[src/rtl/qwb_pkg.sv]
package qwb_pkg;
  parameter int unsigned QWB_IN_W   = 128;
  parameter int unsigned QWB_WORD_W = 32;

  function automatic int unsigned qwb_lanes(input int unsigned in_w, input int unsigned word_w);
    return in_w / word_w;
  endfunction

  function automatic int unsigned qwb_idx_w(input int unsigned lanes);
    return (lanes > 1) ? $clog2(lanes) : 1;
  endfunction
endpackage

[src/rtl/qwb_lane_seq.sv]
module qwb_lane_seq #(
  parameter int unsigned IN_W   = qwb_pkg::QWB_IN_W,
  parameter int unsigned WORD_W = qwb_pkg::QWB_WORD_W,
  localparam int unsigned LANES = qwb_pkg::qwb_lanes(IN_W, WORD_W),
  localparam int unsigned IDX_W = qwb_pkg::qwb_idx_w(LANES)
) (
  input  logic              clk,
  input  logic              rst_n,
  input  logic              in_valid,
  input  logic [IN_W-1:0]   in_data,
  input  logic              in_last,
  output logic              in_ready,
  output logic              word_vld,
  output logic [WORD_W-1:0] word_data,
  output logic              word_final,
  output logic              xfer_end
);
  localparam logic [IDX_W-1:0] IDX_TOP = IDX_W'(LANES - 1);

  logic              busy_q, busy_d;
  logic [IDX_W-1:0]  idx_q, idx_d;
  logic [IN_W-1:0]   hold_q, hold_d;
  logic              last_q, last_d;
  logic              take;
  logic [WORD_W-1:0] lane [LANES];

  genvar g;
  generate
    for (g = 0; g < LANES; g++) begin : g_lane
      assign lane[g] = hold_q[g*WORD_W +: WORD_W];
    end
  endgenerate

  assign in_ready   = !busy_q;
  assign take       = in_valid && !busy_q;
  assign word_vld   = busy_q;
  assign word_data  = lane[idx_q];
  assign word_final = busy_q && (idx_q == IDX_TOP);
  assign xfer_end   = last_q;

  always_comb begin
    busy_d = busy_q;
    idx_d  = idx_q;
    hold_d = hold_q;
    last_d = last_q;
    if (take) begin
      busy_d = 1'b1;
      idx_d  = '0;
      hold_d = in_data;
      last_d = in_last;
    end else if (busy_q) begin
      if (idx_q == IDX_TOP) begin
        busy_d = 1'b0;
        idx_d  = '0;
      end else begin
        idx_d = idx_q + 1'b1;
      end
    end
  end

  always_ff @(posedge clk or negedge rst_n) begin
    if (!rst_n) begin
      busy_q <= 1'b0;
      idx_q  <= '0;
      last_q <= 1'b0;
    end else begin
      busy_q <= busy_d;
      idx_q  <= idx_d;
      last_q <= last_d;
    end
  end

  always_ff @(posedge clk or negedge rst_n) begin
    if (!rst_n) hold_q <= '0;
    else if (take) hold_q <= hold_d;
  end

  // a started quadword keeps issuing words until its final lane
  a_r2_no_gap: assert property (@(posedge clk) disable iff (!rst_n)
    (word_vld && !word_final) |=> word_vld);

  // acceptance is followed by a write in the next cycle
  a_r2_start: assert property (@(posedge clk) disable iff (!rst_n)
    (in_valid && in_ready) |=> (word_vld && !in_ready));

  // payload held during serialisation does not move
  a_r6_hold_stable: assert property (@(posedge clk) disable iff (!rst_n)
    (word_vld && !word_final) |=> $stable(hold_q));
endmodule

[src/rtl/qwb_addr_ptr.sv]
module qwb_addr_ptr #(
  parameter int unsigned  ADDR_W = 32,
  parameter logic [ADDR_W-1:0] BASE = '0,
  parameter int unsigned  STEP   = 4
) (
  input  logic              clk,
  input  logic              rst_n,
  input  logic              step_en,
  input  logic              wrap_en,
  output logic [ADDR_W-1:0] addr
);
  localparam logic [ADDR_W-1:0] STEP_V = ADDR_W'(STEP);

  logic [ADDR_W-1:0] ptr_q, ptr_d;

  always_comb begin
    ptr_d = ptr_q;
    if (wrap_en)      ptr_d = BASE;
    else if (step_en) ptr_d = ptr_q + STEP_V;
  end

  always_ff @(posedge clk or negedge rst_n) begin
    if (!rst_n) ptr_q <= BASE;
    else        ptr_q <= ptr_d;
  end

  assign addr = ptr_q;

  // finishing the last quadword returns the pointer to the base
  a_r7_wrap_base: assert property (@(posedge clk) disable iff (!rst_n)
    wrap_en |=> (addr == BASE));

  // an idle cycle leaves the pointer alone
  a_r4_idle_hold: assert property (@(posedge clk) disable iff (!rst_n)
    (!step_en && !wrap_en) |=> $stable(addr));
endmodule

[src/rtl/qw_write_bridge.sv]
module qw_write_bridge #(
  parameter int unsigned IN_W      = qwb_pkg::QWB_IN_W,
  parameter int unsigned WORD_W    = qwb_pkg::QWB_WORD_W,
  parameter int unsigned ADDR_W    = 32,
  parameter int unsigned ID_W      = 8,
  parameter logic [ADDR_W-1:0] BASE_ADDR = 32'h0000_0400,
  parameter logic [ID_W-1:0]   MASTER_ID = 8'd3,
  localparam int unsigned BE_W   = WORD_W / 8,
  localparam int unsigned STEP   = WORD_W / 8
) (
  input  logic              clk,
  input  logic              rst_n,
  input  logic              in_valid,
  input  logic [IN_W-1:0]   in_data,
  input  logic              in_last,
  output logic              in_ready,
  output logic              wr_en,
  output logic [ADDR_W-1:0] wr_addr,
  output logic [WORD_W-1:0] wr_data,
  output logic [BE_W-1:0]   wr_be,
  output logic [ID_W-1:0]   wr_master_id
);
  logic word_vld;
  logic word_final;
  logic xfer_end;

  qwb_lane_seq #(.IN_W(IN_W), .WORD_W(WORD_W)) seq_i (
    .clk        (clk),
    .rst_n      (rst_n),
    .in_valid   (in_valid),
    .in_data    (in_data),
    .in_last    (in_last),
    .in_ready   (in_ready),
    .word_vld   (word_vld),
    .word_data  (wr_data),
    .word_final (word_final),
    .xfer_end   (xfer_end)
  );

  qwb_addr_ptr #(.ADDR_W(ADDR_W), .BASE(BASE_ADDR), .STEP(STEP)) ptr_i (
    .clk     (clk),
    .rst_n   (rst_n),
    .step_en (word_vld),
    .wrap_en (word_final && xfer_end),
    .addr    (wr_addr)
  );

  assign wr_en        = word_vld;
  assign wr_be        = '1;
  assign wr_master_id = MASTER_ID;

  // back-to-back writes step by one word
  a_r4_addr_step: assert property (@(posedge clk) disable iff (!rst_n)
    (wr_en ##1 wr_en) |-> (wr_addr == $past(wr_addr) + ADDR_W'(STEP)));

  // no new quadword can be taken while writes are in flight
  a_r6_busy_block: assert property (@(posedge clk) disable iff (!rst_n)
    (wr_en && !word_final) |=> !in_ready);
endmodule

[config.mk]
export PLATFORM = sky130hd
export DESIGN_NAME = qw_write_bridge
export DESIGN_NICKNAME = d
export VERILOG_FILES = /design/src/rtl/qwb_pkg.sv /design/src/rtl/qwb_lane_seq.sv /design/src/rtl/qwb_addr_ptr.sv /design/src/rtl/qw_write_bridge.sv
export SDC_FILE = /design/constraint.sdc
export NUM_CORES = 1
export LEC_CHECK = 0
export ABC_AREA = 0
export BUFFER_PORTS_ARGS = -buffer_cell sky130_fd_sc_hd__buf_2
export CAP_MARGIN = 40
export CORE_ASPECT_RATIO = 0.9
export CORE_UTILIZATION = 30
export CTS_CLUSTER_DIAMETER = 80
export CTS_CLUSTER_SIZE = 16
export DETAILED_ROUTE_END_ITERATION = 8
export GPL_TIMING_DRIVEN = 0
export PLACE_DENSITY = 0.61
export RECOVER_POWER = 100
export SKIP_CTS_REPAIR_TIMING = 1
export SYNTH_ARGS = -nofsm -noshare
export SYNTH_HDL_FRONTEND = slang
export SYNTH_HIERARCHICAL = 1
export SYNTH_SLANG_ARGS = --single-unit
[constraint.sdc]
create_clock -name clk -period 3.1 [get_ports clk]
set_input_delay 0.62 -clock clk [delete_from_list [all_inputs] [get_ports clk]]
set_output_delay 0.62 -clock clk [all_outputs]
set_load 0.01 [all_outputs]
### After elaboration in Yosys (flattened, before gate mapping)

Index checks and enable logic that the tools add are counted.

* flip-flop bits (word level): 164
* output and inout port bits: 78
* bits of input ports: 132
* logic and storage cells: 27

* magnitude comparators: 1
* eq/ne operators: 1
* bitwise operators: 1
* add/sub/neg operators: 2
* multiplexer cells: 11
* reductions and logical operators: 6

Operators with widths (count)
* $mux W32: 4
* $bmux W32 S2: 1
* $add A32 B3 Y32 const B: 1
* $mux W2: 3
* $reduce_bool A2 Y1: 2
* $ge A3 B3 Y1 const B: 1
* $logic_and A1 B1 Y1: 3
* $mux W1: 3
* $not A2 Y3: 1
* $add A2 B1 Y2 const B: 1
* $eq A2 B2 Y1 const B: 1
* $logic_not A1 Y1: 1

### Depth between registers and ports, before layout

* depth after elaboration: 4
* gate-level depth with buffers: 8
* mapped depth without buffers: 7

### By module

Netlist, hierarchy kept.

By module, submodules not included
* qwb_lane_seq: cells each 326, seq. area each 3303.2 um^2, instances 1, area an instance 6129.6 um^2
* qwb_addr_ptr: cells each 162, seq. area each 752.0 um^2, instances 1, area an instance 1637.8 um^2
* qw_write_bridge: cells each 15, seq. area each 0.0 um^2, instances 1, area an instance 103.8 um^2

### Least setup slack after synthesis

No wires, ideal clock.

* path type: flip-flop to flip-flop
* start: register seq_i.busy_q (netlist: seq_i/word_vld)
* end: register ptr_i.ptr_q[19] (netlist: ptr_i/addr[19])
* period minus slack after synthesis: 1991 ps
* cell stages (with the launch flop): 8
* data required time: 3023 ps
* slack: 1109 ps
* path buffers: 1
* library setup time: 77 ps
* arrival: 1913 ps
* path through: dfrtp_1 and2_1 and2_1 o2111a_1 nand3_2 buf_6 or4_1 a21oi_1

* word-level cells in the longest chain between the ends: 3
* elaborated cells on any way between the ends: 4
* classes of those cells: 1 x mux; 3 x reduce/logical

Ends and longest elaborated chain
* start, declared: RTL line qwb_lane_seq.sv:20 `logic busy_q, busy_d;`
* start signal, assigned: RTL line qwb_lane_seq.sv:67 `busy_q <= busy_d;`
* $logic_and A1 B1 Y1 *: RTL line qwb_lane_seq.sv:38 `assign word_final = busy_q && (idx_q == IDX_TOP);`
* net word_final: RTL line qw_write_bridge.sv:24 `logic word_final;`
* $logic_and A1 B1 Y1 *: RTL line qw_write_bridge.sv:44 `.wrap_en (word_final && xfer_end),`
* $mux W32 / $reduce_bool A2 Y1 (equally long branches)
* end signal, assigned: RTL line qwb_addr_ptr.sv:24 `else ptr_q <= ptr_d;`
* end, declared: RTL line qwb_addr_ptr.sv:14 `logic [ADDR_W-1:0] ptr_q, ptr_d;`

The timed path passes the listed nets; every way through them passes the cells marked *.
A chain may end at the register's enable or synchronous reset.

### Worst setup path in the final report

* start: register seq_i.busy_q (netlist: seq_i/word_vld)
* end: register ptr_i.ptr_q[26] (netlist: ptr_i/addr[26])

Same word-level chain as after synthesis.

==> results.rst <==
.. list-table::
   :header-rows: 1

   * - Metric
     - Value
   * - Pwr Total
     - 9.073 mW
   * - Pin count of the biggest net entering global routing
     - 98
   * - Setup repair after global routing missed its margin
     - false
   * - Result of the run
     - complete, but fails checks
   * - Cell count after synthesis
     - 503
   * - Fin. max-slew vios
     - 66
   * - Final critical-path share of the clock period
     - 0.8738
   * - CTS tree
     - built
   * - Most used flip-flop cell after synthesis
     - sky130_fd_sc_hd__dfrtp_1
   * - First-pass GRT wire length
     - 30.19 mm
   * - Total number of H-tree levels
     - 4
   * - Core Footprint
     - 25460 µm²
   * - CTS max path bufs
     - 2
   * - Mean area per synthesized cell
     - 15.65 µm²
   * - Final layout net count
     - 863
   * - LEAKAGE
     - 4.137 nW
   * - Hold Path Class
     - in2reg
   * - Post-place setup slack
     - 0.7474 ns
   * - Power per standard cell area
     - 957.4 nW/µm²
   * - Setup Total Neg Slack
     - 0 ns
   * - Half-perimeter wire length after placement
     - 13.42 mm
   * - Top cell type by total area after synthesis
     - sky130_fd_sc_hd__dfrtp_1
   * - Portion of total power attributed to the clock network
     - 0.265
   * - Clock transition at the registers of the reported paths
     - 0.07 ns
   * - Placed instance count
     - 1052
   * - Drt initial violations
     - 211
   * - Number of global-route vias before repair
     - 5181
   * - Part of the total power dissipated in combinational logic
     - 0.346
   * - Syn Std Cell Area
     - 7871 µm²
   * - Worst IR drop on VDD
     - 408.3 µV
   * - Horizontal extent of the die
     - 172.7 µm
   * - Cell types with the highest counts after synthesis
     - sky130_fd_sc_hd__dfrtp_1 (161), sky130_fd_sc_hd__mux2_4 (100), sky130_fd_sc_hd__mux4_2 (32), sky130_fd_sc_hd__buf_6 (20), sky130_fd_sc_hd__mux2_1 (19)
   * - Number of nets still failing antenna checks after routing
     - 0
   * - Area share of the largest cell type after synthesis
     - 0.5118
   * - Number of antenna violations at the first check in global routing
     - 3
   * - Worst Path Class, Setup
     - reg2reg
   * - Final worst clock skew
     - 0.01050 ns
   * - Finished Core Util
     - 0.3722
   * - Switch share
     - 0.3112
   * - Clock latency on the worst-skew pair
     - 0.42 ns
   * - Post-synth EDFFs
     - 0
   * - Routed via count
     - 4941
   * - Routed WL
     - 19.22 mm
   * - Startpoint types
     - register
   * - Top fanout value on the critical path
     - 10
   * - Top-level port count
     - 210
   * - Violated checks
     - max-capacitance violations, max-slew violations
   * - Die span in y
     - 155.7 µm
   * - Slew Limit Headroom
     - -0.1789
   * - Transition at the pin with the smallest max-transition slack
     - 1.768 ns
   * - TritonCTS Sinks
     - 162
   * - Routed WL per cell
     - 17.68 µm
   * - Psw
     - 2.823 mW
   * - Starting density of the core
     - 0.3091
   * - Die outline area
     - 26890 µm²
   * - Router iterations before antenna repair
     - 6
   * - Placer Congestion
     - 0.7743
   * - Signal arrival time at the worst endpoint
     - 3.05 ns
   * - Number of buffers added by the clock tree synthesis step
     - 17
   * - Share of async-settable or async-resettable flops after synthesis
     - 1.000
   * - Largest cells by area after synthesis
     - sky130_fd_sc_hd__dfrtp_1 (51%), sky130_fd_sc_hd__mux2_4 (19%), sky130_fd_sc_hd__mux4_2 (9.2%)
   * - Number of rows created at floorplan
     - 55
   * - Count leader, synth
     - sky130_fd_sc_hd__dfrtp_1
   * - Share of power burned in registers
     - 0.389
   * - Number of different library cells in the post-synthesis netlist
     - 43
   * - Fmax
     - 369.2 MHz
   * - Min setup slack post-route
     - 0.3912 ns
   * - Minimum clock period after layout
     - 2.709 ns
   * - Number of warnings issued by yosys
     - 6
   * - Final non-filler cell total
     - 1087
   * - Buffers added on ports
     - 195
   * - DRC violation count after routing
     - 0
   * - CTS Root Buffer Type
     - sky130_fd_sc_hd__clkbuf_16
   * - Via density per instance
     - 4.546
   * - Final hold violations
     - 0
   * - Flops & latches, synth
     - 162
   * - Required time of the critical path
     - 3.44 ns
   * - Layout cells sized above 1
     - 0.3387
   * - Maxcap violations
     - 1
   * - Internal
     - 6.250 mW
   * - Aggregate global routing overflow
     - 0
   * - Sequential area share after synthesis
     - 0.5152
   * - Synth-to-Final Area Change
     - 20.39%
   * - Global Route Usage Sum
     - 0.1487
   * - Setup violations, final
     - 0
   * - Type of element capturing the critical path
     - register
## cell families (layout without fill, tap and decap cells)
family | after synthesis | in the layout | synth area share
other | 3 | 18 | 0.001431
xor gates and xnor gates | 12 | 12 | 0.01335
adders and majority gates | 2 | 2 | 0.003179
and+or+nand+nor | 78 | 78 | 0.06120
muxes | 163 | 163 | 0.3265
DFF | 162 | 162 | 0.5152
buffers and inverters | 47 | 274 | 0.04975
AOI/OAI and AO/OA | 36 | 36 | 0.02941
## power by group through the flow
stage | registers, mW | clock network [mW] | logic (mW)
6_report | 3.53 | 2.41 | 3.14
5_1_grt | 3.66 | 2.58 | 3.44
4_1_cts | 3.58 | 2.50 | 3.93
3_5_place_dp | 3.59 | 0 | 3.91
3_3_place_gp | 3.58 | 0 | 3.84
2_1_floorplan | 3.43 | 0 | 2.85
## per-stage QoR
stage          hold WS, ns  area (µm²)
2_1_floorplan       0.3244        7913
4_1_cts             0.1438       10020
5_1_grt             0.3820        9469
6_report            0.4078        9477
3_3_place_gp        0.4592        9316
3_5_place_dp        0.4665        9354
## cells in the final DEF (no fill, tap or decap), types with 12 or more instances in the layout
master                      count
sky130_fd_sc_hd__a21oi_1       15
sky130_fd_sc_hd__buf_2        137
sky130_fd_sc_hd__buf_4         14
sky130_fd_sc_hd__clkbuf_1      82
sky130_fd_sc_hd__clkbuf_16     17
sky130_fd_sc_hd__conb_1        14
sky130_fd_sc_hd__dfrtp_1      161
sky130_fd_sc_hd__mux2_1       108
sky130_fd_sc_hd__mux4_2        32
sky130_fd_sc_hd__nor2_1        16
sky130_fd_sc_hd__o31ai_1       12
sky130_fd_sc_hd__or4_1         12
## registers in the layout (all words and copies together), names as in the netlist
| name | cells |
|---|---|
| ptr_i/addr | 30 |
| seq_i/xfer_end | 1 |
| seq_i/hold_q | 128 |
| seq_i/word_vld | 1 |
| seq_i/idx_q | 2 |
## worst max-delay path, stage by stage, from the launching register on
cell and delay [ns]:
sky130_fd_sc_hd__dfrtp_1 0.50, sky130_fd_sc_hd__and2_0 0.20, sky130_fd_sc_hd__and2_0 0.32, sky130_fd_sc_hd__o2111a_1 0.42
sky130_fd_sc_hd__nand3_1 0.27, sky130_fd_sc_hd__clkbuf_1 0.30, sky130_fd_sc_hd__or4_1 0.45, sky130_fd_sc_hd__a21oi_1 0.16
## metal layers
metal  vias to the layer above  part of all wire  routed length (µm)  GRT usage
met5                         -                 0                   0          0
met4                         0             0.011                 206    0.04088
met3                        13             0.057                1086    0.04727
met2                       141              0.47                9026     0.2316
met1                      2493              0.46                8897     0.1990
li1                       2294                 -                   -          -
## area by class of cell
class | instances | area (µm²)
fillers | 2569 | 15990
flip-flops and latches | 162 | 4055
multi-input cells | 305 | 3118
repair buffers | 196 | 929.6
clock buffers | 20 | 456.7
well taps | 342 | 427.9
plain buffers | 45 | 264.0
clock inverters | 11 | 207.7
diodes | 4 | 10.01
inverters | 2 | 7.507
## path summary, 6_finish.rpt
check,startpoint,to,slack (ns),cells after the start
max,seq_i/word_vld,ptr_i/addr[26],0.39,7
min,in_data[100],seq_i/hold_q[100],0.41,2
max reg2reg,seq_i/word_vld,ptr_i/addr[26],0.39,7
min reg2reg,seq_i/hold_q[74],seq_i/hold_q[74],0.48,1
max in group asynchronous,rst_n,seq_i/hold_q[34],1.20,2
min in group asynchronous,rst_n,seq_i/hold_q[84],0.65,1
No activity file was read; power rests on OpenSTA's default activity.
